### config.mk
export PLATFORM = sky130hd
export DESIGN_NAME = wavg_acc
export DESIGN_NICKNAME = d
export VERILOG_FILES = /design/src/rtl/wavg_pkg.sv /design/src/rtl/wavg_ctrl.sv /design/src/rtl/wavg_addr.sv /design/src/rtl/wavg_mac.sv /design/src/rtl/wavg_acc.sv
export SDC_FILE = /design/constraint.sdc
export NUM_CORES = 1
export LEC_CHECK = 0
export BUFFER_PORTS_ARGS = -buffer_cell sky130_fd_sc_hd__buf_4
export CAP_MARGIN = 20
export CELL_PAD_IN_SITES_DETAIL_PLACEMENT = 1
export CELL_PAD_IN_SITES_GLOBAL_PLACEMENT = 1
export CORE_MARGIN = 5
export CORE_UTILIZATION = 35
export CTS_BUF_LIST = sky130_fd_sc_hd__clkbuf_4 sky130_fd_sc_hd__clkbuf_8
export CTS_CLUSTER_DIAMETER = 150
export DETAILED_ROUTE_END_ITERATION = 8
export GPL_TIMING_DRIVEN = 0
export PLACE_DENSITY = 0.73
export SYNTH_ARGS = -nofsm -noshare
export SYNTH_HDL_FRONTEND = slang
export SYNTH_SLANG_ARGS = --single-unit
### constraint.sdc
create_clock -name clk -period 6.6 [get_ports clk]
set_clock_uncertainty 0.05 [all_clocks]
set_input_delay 0.33 -clock clk [delete_from_list [all_inputs] [get_ports clk]]
set_output_delay 0.33 -clock clk [all_outputs]
set_load 0.05 [all_outputs]
### src/rtl/wavg_pkg.sv
package wavg_pkg;
   typedef enum logic [2:0] {
      ST_IDLE,
      ST_RD_SAMP,
      ST_RD_WGT,
      ST_ACCUM,
      ST_FINISH,
      ST_SUSPEND
   } wavg_state_e;
endpackage

### src/rtl/wavg_ctrl.sv
module wavg_ctrl
   import wavg_pkg::*;
(
   input  logic        clk,
   input  logic        rst_n,
   input  logic        start,
   input  logic        resume,
   input  logic        empty_in,
   input  logic        last,
   input  logic        irq,
   output wavg_state_e state,
   output logic        ld_start,
   output logic        ld_resume,
   output logic        step,
   output logic        cap_samp
);
   wavg_state_e state_nx;

   always_comb begin
      ld_start  = (state == ST_IDLE) && start;
      ld_resume = (state == ST_IDLE) && !start && resume;
      step      = (state == ST_ACCUM);
      cap_samp  = (state == ST_RD_WGT);
   end

   always_comb begin
      state_nx = state;
      case (state)
         ST_IDLE: begin
            if (start || resume)
               state_nx = empty_in ? ST_FINISH : ST_RD_SAMP;
         end
         ST_RD_SAMP: state_nx = ST_RD_WGT;
         ST_RD_WGT:  state_nx = ST_ACCUM;
         ST_ACCUM: begin
            if (last)
               state_nx = ST_FINISH;
            else if (irq)
               state_nx = ST_SUSPEND;
            else
               state_nx = ST_RD_SAMP;
         end
         ST_FINISH:  state_nx = ST_IDLE;
         ST_SUSPEND: state_nx = ST_IDLE;
         default:    state_nx = ST_IDLE;
      endcase
   end

   always_ff @(posedge clk) begin
      if (!rst_n)
         state <= ST_IDLE;
      else
         state <= state_nx;
   end
endmodule

### src/rtl/wavg_addr.sv
module wavg_addr #(
   parameter int CNT_W  = 8,
   parameter int ADDR_W = 16
) (
   input  logic              clk,
   input  logic              rst_n,
   input  logic              load,
   input  logic              step,
   input  logic [CNT_W-1:0]  cnt_in,
   input  logic [ADDR_W-1:0] sp_in,
   input  logic [ADDR_W-1:0] wp_in,
   output logic [CNT_W-1:0]  cnt,
   output logic [ADDR_W-1:0] sp,
   output logic [ADDR_W-1:0] wp,
   output logic              last
);
   localparam logic [CNT_W-1:0]  CNT_ONE = CNT_W'(1);
   localparam logic [ADDR_W-1:0] PTR_INC = ADDR_W'(1);

   assign last = (cnt == CNT_ONE);

   always_ff @(posedge clk) begin
      if (!rst_n) begin
         cnt <= '0;
         sp  <= '0;
         wp  <= '0;
      end else if (load) begin
         cnt <= cnt_in;
         sp  <= sp_in;
         wp  <= wp_in;
      end else if (step) begin
         cnt <= cnt - CNT_ONE;
         sp  <= sp + PTR_INC;
         wp  <= wp + PTR_INC;
      end
   end
endmodule

### src/rtl/wavg_mac.sv
module wavg_mac #(
   parameter int DATA_W    = 8,
   parameter int SOP_W     = 32,
   parameter int SOW_W     = 16,
   parameter bit MUL_ARRAY = 1'b0
) (
   input  logic              clk,
   input  logic              rst_n,
   input  logic              clr,
   input  logic              ld,
   input  logic [SOP_W-1:0]  sop_in,
   input  logic [SOW_W-1:0]  sow_in,
   input  logic              cap_samp,
   input  logic              step,
   input  logic [DATA_W-1:0] rdata,
   output logic [SOP_W-1:0]  sop,
   output logic [SOW_W-1:0]  sow
);
   localparam int PROD_W = 2 * DATA_W;

   logic [DATA_W-1:0] samp_q;
   logic [PROD_W-1:0] prod;

   generate
      if (MUL_ARRAY) begin : g_mul_array
         always_comb begin
            prod = '0;
            for (int i = 0; i < DATA_W; i++) begin
               if (rdata[i])
                  prod = prod + (PROD_W'(samp_q) << i);
            end
         end
      end else begin : g_mul_op
         assign prod = PROD_W'(samp_q) * PROD_W'(rdata);
      end
   endgenerate

   always_ff @(posedge clk) begin
      if (!rst_n)
         samp_q <= '0;
      else if (cap_samp)
         samp_q <= rdata;
   end

   always_ff @(posedge clk) begin
      if (!rst_n || clr) begin
         sop <= '0;
         sow <= '0;
      end else if (ld) begin
         sop <= sop_in;
         sow <= sow_in;
      end else if (step) begin
         sop <= sop + SOP_W'(prod);
         sow <= sow + SOW_W'(rdata);
      end
   end
endmodule

### src/rtl/wavg_acc.sv
module wavg_acc
   import wavg_pkg::*;
#(
   parameter int CNT_W     = 8,
   parameter int ADDR_W    = 16,
   parameter int DATA_W    = 8,
   parameter int SOP_W     = 32,
   parameter int SOW_W     = 16,
   parameter bit MUL_ARRAY = 1'b0
) (
   input  logic               clk,
   input  logic               rst_n,
   input  logic               start,
   input  logic               resume,
   input  logic [CNT_W-1:0]   elem_cnt,
   input  logic [ADDR_W-1:0]  samp_base,
   input  logic [ADDR_W-1:0]  wgt_base,
   input  logic [SOP_W/2-1:0] restore_sop_hi,
   input  logic [SOP_W/2-1:0] restore_sop_lo,
   input  logic [SOW_W-1:0]   restore_sow,
   input  logic               irq,
   output logic               mem_rd,
   output logic [ADDR_W-1:0]  mem_addr,
   input  logic [DATA_W-1:0]  mem_rdata,
   output logic               busy,
   output logic               done,
   output logic               suspended,
   output logic [SOP_W/2-1:0] sop_hi,
   output logic [SOP_W/2-1:0] sop_lo,
   output logic [SOW_W-1:0]   sow,
   output logic [CNT_W-1:0]   save_cnt,
   output logic [ADDR_W-1:0]  save_samp_ptr,
   output logic [ADDR_W-1:0]  save_wgt_ptr
);
   localparam int HALF_W = SOP_W / 2;

   generate
      if (SOP_W % 2 != 0) begin : g_bad_sop_odd
         $error("SOP_W must be even");
      end
      if (SOP_W < 2 * DATA_W) begin : g_bad_sop_w
         $error("SOP_W too narrow for one product");
      end
      if (SOW_W < DATA_W + CNT_W) begin : g_bad_sow_w
         $error("SOW_W may overflow at full count");
      end
   endgenerate

   wavg_state_e      state;
   logic             ld_start, ld_resume, step, cap_samp, last;
   logic [SOP_W-1:0] sop;

   wavg_ctrl u_ctrl (
      .clk       (clk),
      .rst_n     (rst_n),
      .start     (start),
      .resume    (resume),
      .empty_in  (elem_cnt == '0),
      .last      (last),
      .irq       (irq),
      .state     (state),
      .ld_start  (ld_start),
      .ld_resume (ld_resume),
      .step      (step),
      .cap_samp  (cap_samp)
   );

   wavg_addr #(.CNT_W(CNT_W), .ADDR_W(ADDR_W)) u_addr (
      .clk    (clk),
      .rst_n  (rst_n),
      .load   (ld_start || ld_resume),
      .step   (step),
      .cnt_in (elem_cnt),
      .sp_in  (samp_base),
      .wp_in  (wgt_base),
      .cnt    (save_cnt),
      .sp     (save_samp_ptr),
      .wp     (save_wgt_ptr),
      .last   (last)
   );

   wavg_mac #(
      .DATA_W(DATA_W), .SOP_W(SOP_W), .SOW_W(SOW_W), .MUL_ARRAY(MUL_ARRAY)
   ) u_mac (
      .clk      (clk),
      .rst_n    (rst_n),
      .clr      (ld_start),
      .ld       (ld_resume),
      .sop_in   ({restore_sop_hi, restore_sop_lo}),
      .sow_in   (restore_sow),
      .cap_samp (cap_samp),
      .step     (step),
      .rdata    (mem_rdata),
      .sop      (sop),
      .sow      (sow)
   );

   always_comb begin
      mem_rd    = (state == ST_RD_SAMP) || (state == ST_RD_WGT);
      mem_addr  = (state == ST_RD_SAMP) ? save_samp_ptr : save_wgt_ptr;
      busy      = (state != ST_IDLE);
      done      = (state == ST_FINISH);
      suspended = (state == ST_SUSPEND);
      sop_hi    = sop[SOP_W-1:HALF_W];
      sop_lo    = sop[HALF_W-1:0];
   end
endmodule

==> results.tsv, run 1 <==
metric	value	unit
worst_pin_slew	854	ps
ir_drop	0.000146	V
synth_nets	1251	
synth_area_per_cell	8.04	sq um
synth_top_flop_cell	dfxtp_1	
yosysSeqAreaShare	23.6	%
cts_sinks	99	
drt-pass1-iter-count	5	
hold_path_depth	2	
worstHoldEndpoint	u_addr.wp[0]$_SDFFE_PN0P_	
antenna_found_initial	1	
grt_use_total	24.6	%
critPathLaunchType	flip-flop	
num_vias	8794	
p_per_area	258	nW/um^2
dpl_cell_area	10400	sq um
worstPathCellList	clkbuf_1 > and2_1 > fa_1 > fa_1 > inv_1 > fa_1 > fa_1 > inv_1 > ha_1 > a21oi_1 > inv_1 > o41ai_1 > nand3_1 > and4_1 > a311oi_1 > nor3_1	
seq_power_share	29.7	%
reg2reg_slack	1040	ps
fin_ws	1040	ps
clock_latency	400	ps
synthArstFlopShare	0	%
grt_remaining_overflow	0	
via_per_inst	5.53	
cp_num_buf_inv	4	
worst_path_max_delay_cell	o41ai_1	
wirelength	33900	um
post_cts_buffers	0	
design_area	10600	sq um
clock.fmax	0.180	GHz
fp.dieH	165	um
cp_top_family	adder cells	
max-slew-margin-rel	43.1	%
area_growth	25.5	%
start_util	35.7	%
ys_warn_count	0	
hold_ws	108	ps
cts-resized-gates	0	
final_max_slew_viol_count	0	
dieArea	27200	sq um
crit_arrival	5780	ps
min-delay-start	wgt_base[0]	
die_w	165	um
synth_seq_cells	99	
wire_per_inst	21.3	um
detail-route-antenna-nets	0	
ctsHoldBuffers	0	
htreeDepth	3	
grt_pass1_vias	8970	
clk_pin_slew	120	ps
path_class	flip-flop to flip-flop	
synth-edff-count	0	
maxCapViolCount	0	
syn_area	8410	sq um
cp.required	6820	ps
cts_buffers	9	
drive_gt1_share	20.9	%
clkPwrFrac	14.8	%
place_ws	1020	ps
rsz0062_at_grt	false	
p_sw	0.00139	W
port_buffers	207	
drt_iter0_drc	611	
clockBufferDepth	2	
cts-root-buf	clkbuf_8	
switching_share	51.1	%
tns	0	ps
hpwl	26600	um
route.detailed.drc	0	
p_int	0.00133	W
grt_pass1_wl	51500	um
p_leak	4.79	nW
finalCritPeriodShare	84.3	%
grt_max_degree	18	
coreArea	23500	sq um
endpoint_kind	flip-flop	
r2r_start	u_mac.samp_q[5]$_SDFFE_PN0P_	
hp-class	primary input to flip-flop	
cts_tree	yes	
synthCells	1046	
setup_viol	0	
cp_max_fo	9	
cpPeakStageDelay	620	ps
status	completed	
ys_types	66	
combPwrFrac	55.5	%
rr_worst_depth	16	
fin_crit	5560	ps
place_congestion	0.933	
cp_common_cell	fa_1	
reg2reg_to	u_mac.sop[30]$_SDFFE_PP0P_	
hold_viol_final	0	
pin_count	209	
rows	56	
p_total	0.00272	W
layout.nets	1469	
[worst max-delay path by stage]
stage          slack, ps                          from                    endpoint  cells past startpoint
2_1_floorplan       1870     u_mac.sop[7]$_SDFFE_PP0P_  u_mac.sop[30]$_SDFFE_PP0P_                     16
3_3_place_gp        1070                  mem_rdata[1]  u_mac.sop[23]$_SDFFE_PP0P_                     18
3_5_place_dp        1020                  mem_rdata[1]  u_mac.sop[23]$_SDFFE_PP0P_                     18
4_1_cts             1100  u_mac.samp_q[5]$_SDFFE_PN0P_  u_mac.sop[30]$_SDFFE_PP0P_                     16
5_1_grt              710  u_mac.samp_q[5]$_SDFFE_PN0P_  u_mac.sop[30]$_SDFFE_PP0P_                     17
6_report            1040  u_mac.samp_q[5]$_SDFFE_PN0P_  u_mac.sop[30]$_SDFFE_PP0P_                     16
[cell usage after synthesis (16+ instances only)]
master | count | area, sq um
a21oi_1 | 79 | 395
a22oi_1 | 18 | 135
and2_1 | 48 | 300
clkbuf_1 | 44 | 165
dfxtp_1 | 99 | 1980
fa_1 | 51 | 1020
ha_1 | 53 | 663
inv_1 | 108 | 405
nand2_1 | 110 | 413
nand3_1 | 22 | 110
nor2_1 | 63 | 236
nor2b_1 | 21 | 131
nor3_1 | 21 | 105
o21ai_0 | 55 | 275
xor2_1 | 16 | 140
[power by group through the flow]
| stage | Sequential, W | Combinational, W | Clock [W] |
|---|---|---|---|
| after CTS | 0.000804 | 0.00151 | 0.000411 |
| after global placement | 0.000814 | 0.00148 | 0 |
| after floorplan | 0.00103 | 0.000761 | 0 |
| final | 0.000807 | 0.00151 | 0.000402 |
| after global routing | 0.000821 | 0.00163 | 0.000433 |
| after detailed placement | 0.000817 | 0.00151 | 0 |
[layout by cell type (no fill, tap or decap), types with 22 or more instances in the layout]
| master | count |
|---|---|
| ha_1 | 53 |
| a21oi_1 | 79 |
| inv_1 | 108 |
| nand2_1 | 110 |
| clkbuf_1 | 44 |
| and2_1 | 48 |
| buf_4 | 207 |
| nor2_1 | 63 |
| dfxtp_1 | 99 |
| nand3_1 | 22 |
| fa_1 | 51 |
| o21ai_0 | 55 |
[state kept, by name, summed over array words and instances, names as in the netlist]
| register | flops |
|---|---|
| u_mac.sop | 32 |
| u_addr.sp | 16 |
| u_addr.wp | 16 |
| u_mac.sow | 16 |
| u_addr.cnt | 8 |
| u_mac.samp_q | 8 |
| u_ctrl.state | 3 |
[per-stage QoR]
step / util, % / cells
6_report: 44.8 / 1589
5_1_grt: 44.8 / 1589
4_1_cts: 44.8 / 1588
3_5_place_dp: 44.0 / 1572
3_3_place_gp: 44.0 / 1572
2_1_floorplan: - / 1046
[layout make-up]
class	instances	area, sq um
diodes	1	2.50
well taps	319	399
fillers	2992	13000
repair buffers	207	1550
clock buffers	10	138
flip-flops and latches	99	1980
multi-input cells	783	5790
clock inverters	6	50.0
inverters	108	405
plain buffers	56	226
[logic make-up after synthesis]
kind of cell	after synthesis	synth area share (%)
multiplexers	27	3.42
buffers and inverters	164	7.51
flip-flops	99	23.6
AO/OA/AOI/OAI	273	21.5
AND/OR/NAND/NOR	350	20.9
adder cells (fa/ha/maj)	104	20.0
XOR/XNOR	29	3.02
[per-layer routing]
| layer | share of wire (%) | vias to the layer above | track usage (%) |
|---|---|---|---|
| met5 | 0 | - | 0 |
| met1 | 44 | 4376 | 33.1 |
| met4 | 2.6 | 0 | 7.67 |
| met3 | 4.7 | 54 | 2.82 |
| li1 | - | 4095 | - |
| met2 | 48 | 269 | 41.2 |
Power figures use the tool's default switching activity.
==> inputs of run 2 (changes only) <==
Settings changed: PLACE_DENSITY 0.73 to 0.76.
Clock period 6.6 ns to 4.61 ns, I/O delays scaled along.
==> results.tsv, run 2 (synthesis gave the netlist of run 1 again) <==
metric	value	unit	change
status	completed		
coreArea	23500	sq um	unchanged
hold_viol_final	0		unchanged
grt-busiest-layer	met2		
hp-class	primary input to flip-flop		
ir_drop	0.000226	V	+55%
grtUsageMet3	3.27	%	+0.45 points
num-fill-cells	2926		-2.2%
clk_pin_slew	100	ps	-20 ps
use_met1	33.6	%	+0.44 points
via_per_inst	5.62		+1.5%
finalCritPeriodShare	99.1	%	+15 points
port_buffers	207		unchanged
grt_pass1_wl	53000	um	+3.0%
p_leak	4.91	nW	+2.5%
hold_path_depth	3		+1
critPathLaunchType	flip-flop		
ctsHoldBuffers	0		unchanged
min-delay-start	restore_sop_hi[7]		
reg2reg_slack	40	ps	-990 ps
route.detailed.drc	0		unchanged
cts_sinks	99		unchanged
max-slew-margin-rel	40.6	%	-2.4 points
grt_pass1_vias	9316		+3.9%
maxCapViolCount	0		unchanged
rr_worst_depth	17		+1
final_common_cell	buf_4		
design_area	10900	sq um	+3.6%
endpoint_kind	flip-flop		
clockBufferDepth	2		unchanged
worstHoldEndpoint	u_mac.sop[23]$_SDFFE_PP0P_		
worst_pin_slew	891	ps	+36.7 ps
clock.fmax	0.219	GHz	+22%
path_class	flip-flop to flip-flop		
rows	56		unchanged
reg2reg_to	u_mac.sop[23]$_SDFFE_PP0P_		
start_util	35.7	%	unchanged
final_max_slew_viol_count	0		unchanged
fp.dieH	165	um	unchanged
place_congestion	0.905		-3.0%
clock_latency	380	ps	-20 ps
die_w	165	um	unchanged
antenna_found_initial	0		-1
cp.required	4830	ps	-1990 ps
num_vias	8978		+2.1%
grt_use_total	25.2	%	+0.64 points
setup_viol	0		unchanged
layout.nets	1479		+0.68%
hpwl	26600	um	+0.14%
htreeDepth	3		unchanged
crit_arrival	4790	ps	-990 ps
area_growth	30.1	%	
dieArea	27200	sq um	unchanged
tns	0	ps	unchanged
cts-root-buf	clkbuf_8		
cts_buffers	9		unchanged
drt-pass1-iter-count	5		unchanged
post-route-util	46.4	%	+1.6 points
grt_max_degree	16		-2
cp_max_fo	5		-4
detail-route-antenna-nets	0		unchanged
final_cell_mix	219 x buf_4, 104 x inv_1, 104 x nand2_1, 89 x dfxtp_1, 72 x a21oi_1		
hold_ws	18.4	ps	-90.1 ps
top_register	u_mac.sop		
r2r_start	u_mac.samp_q[5]$_SDFFE_PN0P_		
wirelength	35100	um	+3.7%
p_total	0.00400	W	+47%
fin_crit	4570	ps	-995 ps
grt_remaining_overflow	0		unchanged
dpl_cell_area	10400	sq um	about the same
wire_per_inst	22.0	um	+3.1%
cts_tree	yes		
drive_gt1_share	25.6	%	+4.7 points
rsz0062_at_grt	true		
met2_usage	41.2	%	unchanged
largest_reg_flops	32		unchanged
drt_iter0_drc	558		-8.7%
p_per_area	366	nW/um^2	+42%
pin_count	209		unchanged
[run 2: power breakdown]
part	total [W]	switching, W	internal, W
Clock	0.000556	0.000342	0.000214
Combinational	0.00229	0.00151	0.000780
Sequential	0.00116	0.000180	0.000977
[run 2: worst max-delay path by stage]
stage                                            start                         end  slack [ps]  cells past startpoint
after CTS                 u_mac.samp_q[1]$_SDFFE_PN0P_  u_mac.sop[29]$_SDFFE_PP0P_           6                     14
final                     u_mac.samp_q[5]$_SDFFE_PN0P_  u_mac.sop[23]$_SDFFE_PP0P_          40                     17
after global routing      u_mac.samp_q[5]$_SDFFE_PN0P_  u_mac.sop[20]$_SDFFE_PP0P_         -40                     17
after global placement    u_mac.samp_q[5]$_SDFFE_PN0P_  u_mac.sop[30]$_SDFFE_PP0P_        -740                     17
after detailed placement  u_mac.samp_q[5]$_SDFFE_PN0P_  u_mac.sop[30]$_SDFFE_PP0P_        -890                     17
after floorplan           u_mac.samp_q[5]$_SDFFE_PN0P_  u_mac.sop[30]$_SDFFE_PP0P_          20                     16
[run 2: what timing repair did]
item                       in CTS  in global routing
pin swaps                      10                 28
resized for setup              46                 31
setup endpoints to repair      24                 18
buffers inserted                7                  7
[run 2: per-stage QoR]
stage	instances	setup slack [ps]
after global placement	1572	-742
after detailed placement	1572	-895
after CTS	1592	6.36
after floorplan	1046	17.7
final	1598	43.4
after global routing	1597	-37.4
[run 2: per-layer routing]
| layer | part of all wire [%] | vias to the layer above | wire length [um] |
|---|---|---|---|
| li1 | - | 4118 | - |
| met1 | 44 | 4512 | 15300 |
| met2 | 48 | 272 | 16700 |
| met3 | 4.8 | 76 | 1680 |
| met4 | 3.9 | 0 | 1380 |
| met5 | 0 | - | 0 |
[run 2: critical path, cell delays in order, from the launching register on]
cell and delay, ps:
dfxtp_4 400, buf_6 110, nand2_4 40, fa_1 490
fa_1 510, inv_2 40, fa_1 520, inv_2 50
fa_1 510, inv_2 60, ha_4 250, a21o_1 200
a21oi_2 270, nand2_4 110, a31oi_4 220, o31a_1 290
mux2i_1 230, nand3_1 90
[run 2: layout make-up]
cell class                 count  area (sq um)  share of cell area, %
sequential                    99          2010                   18.4
timing repair buffer         221          1670                   15.2
multi-input combinational    783          6060                   55.4
inverter                     108           405                   3.71
buffer                        52           211                   1.93
tap                          319           399                   3.65
antenna                        1          2.50                 0.0229
clock buffer                  11           145                   1.33
clock inverter                 4          27.5                  0.252
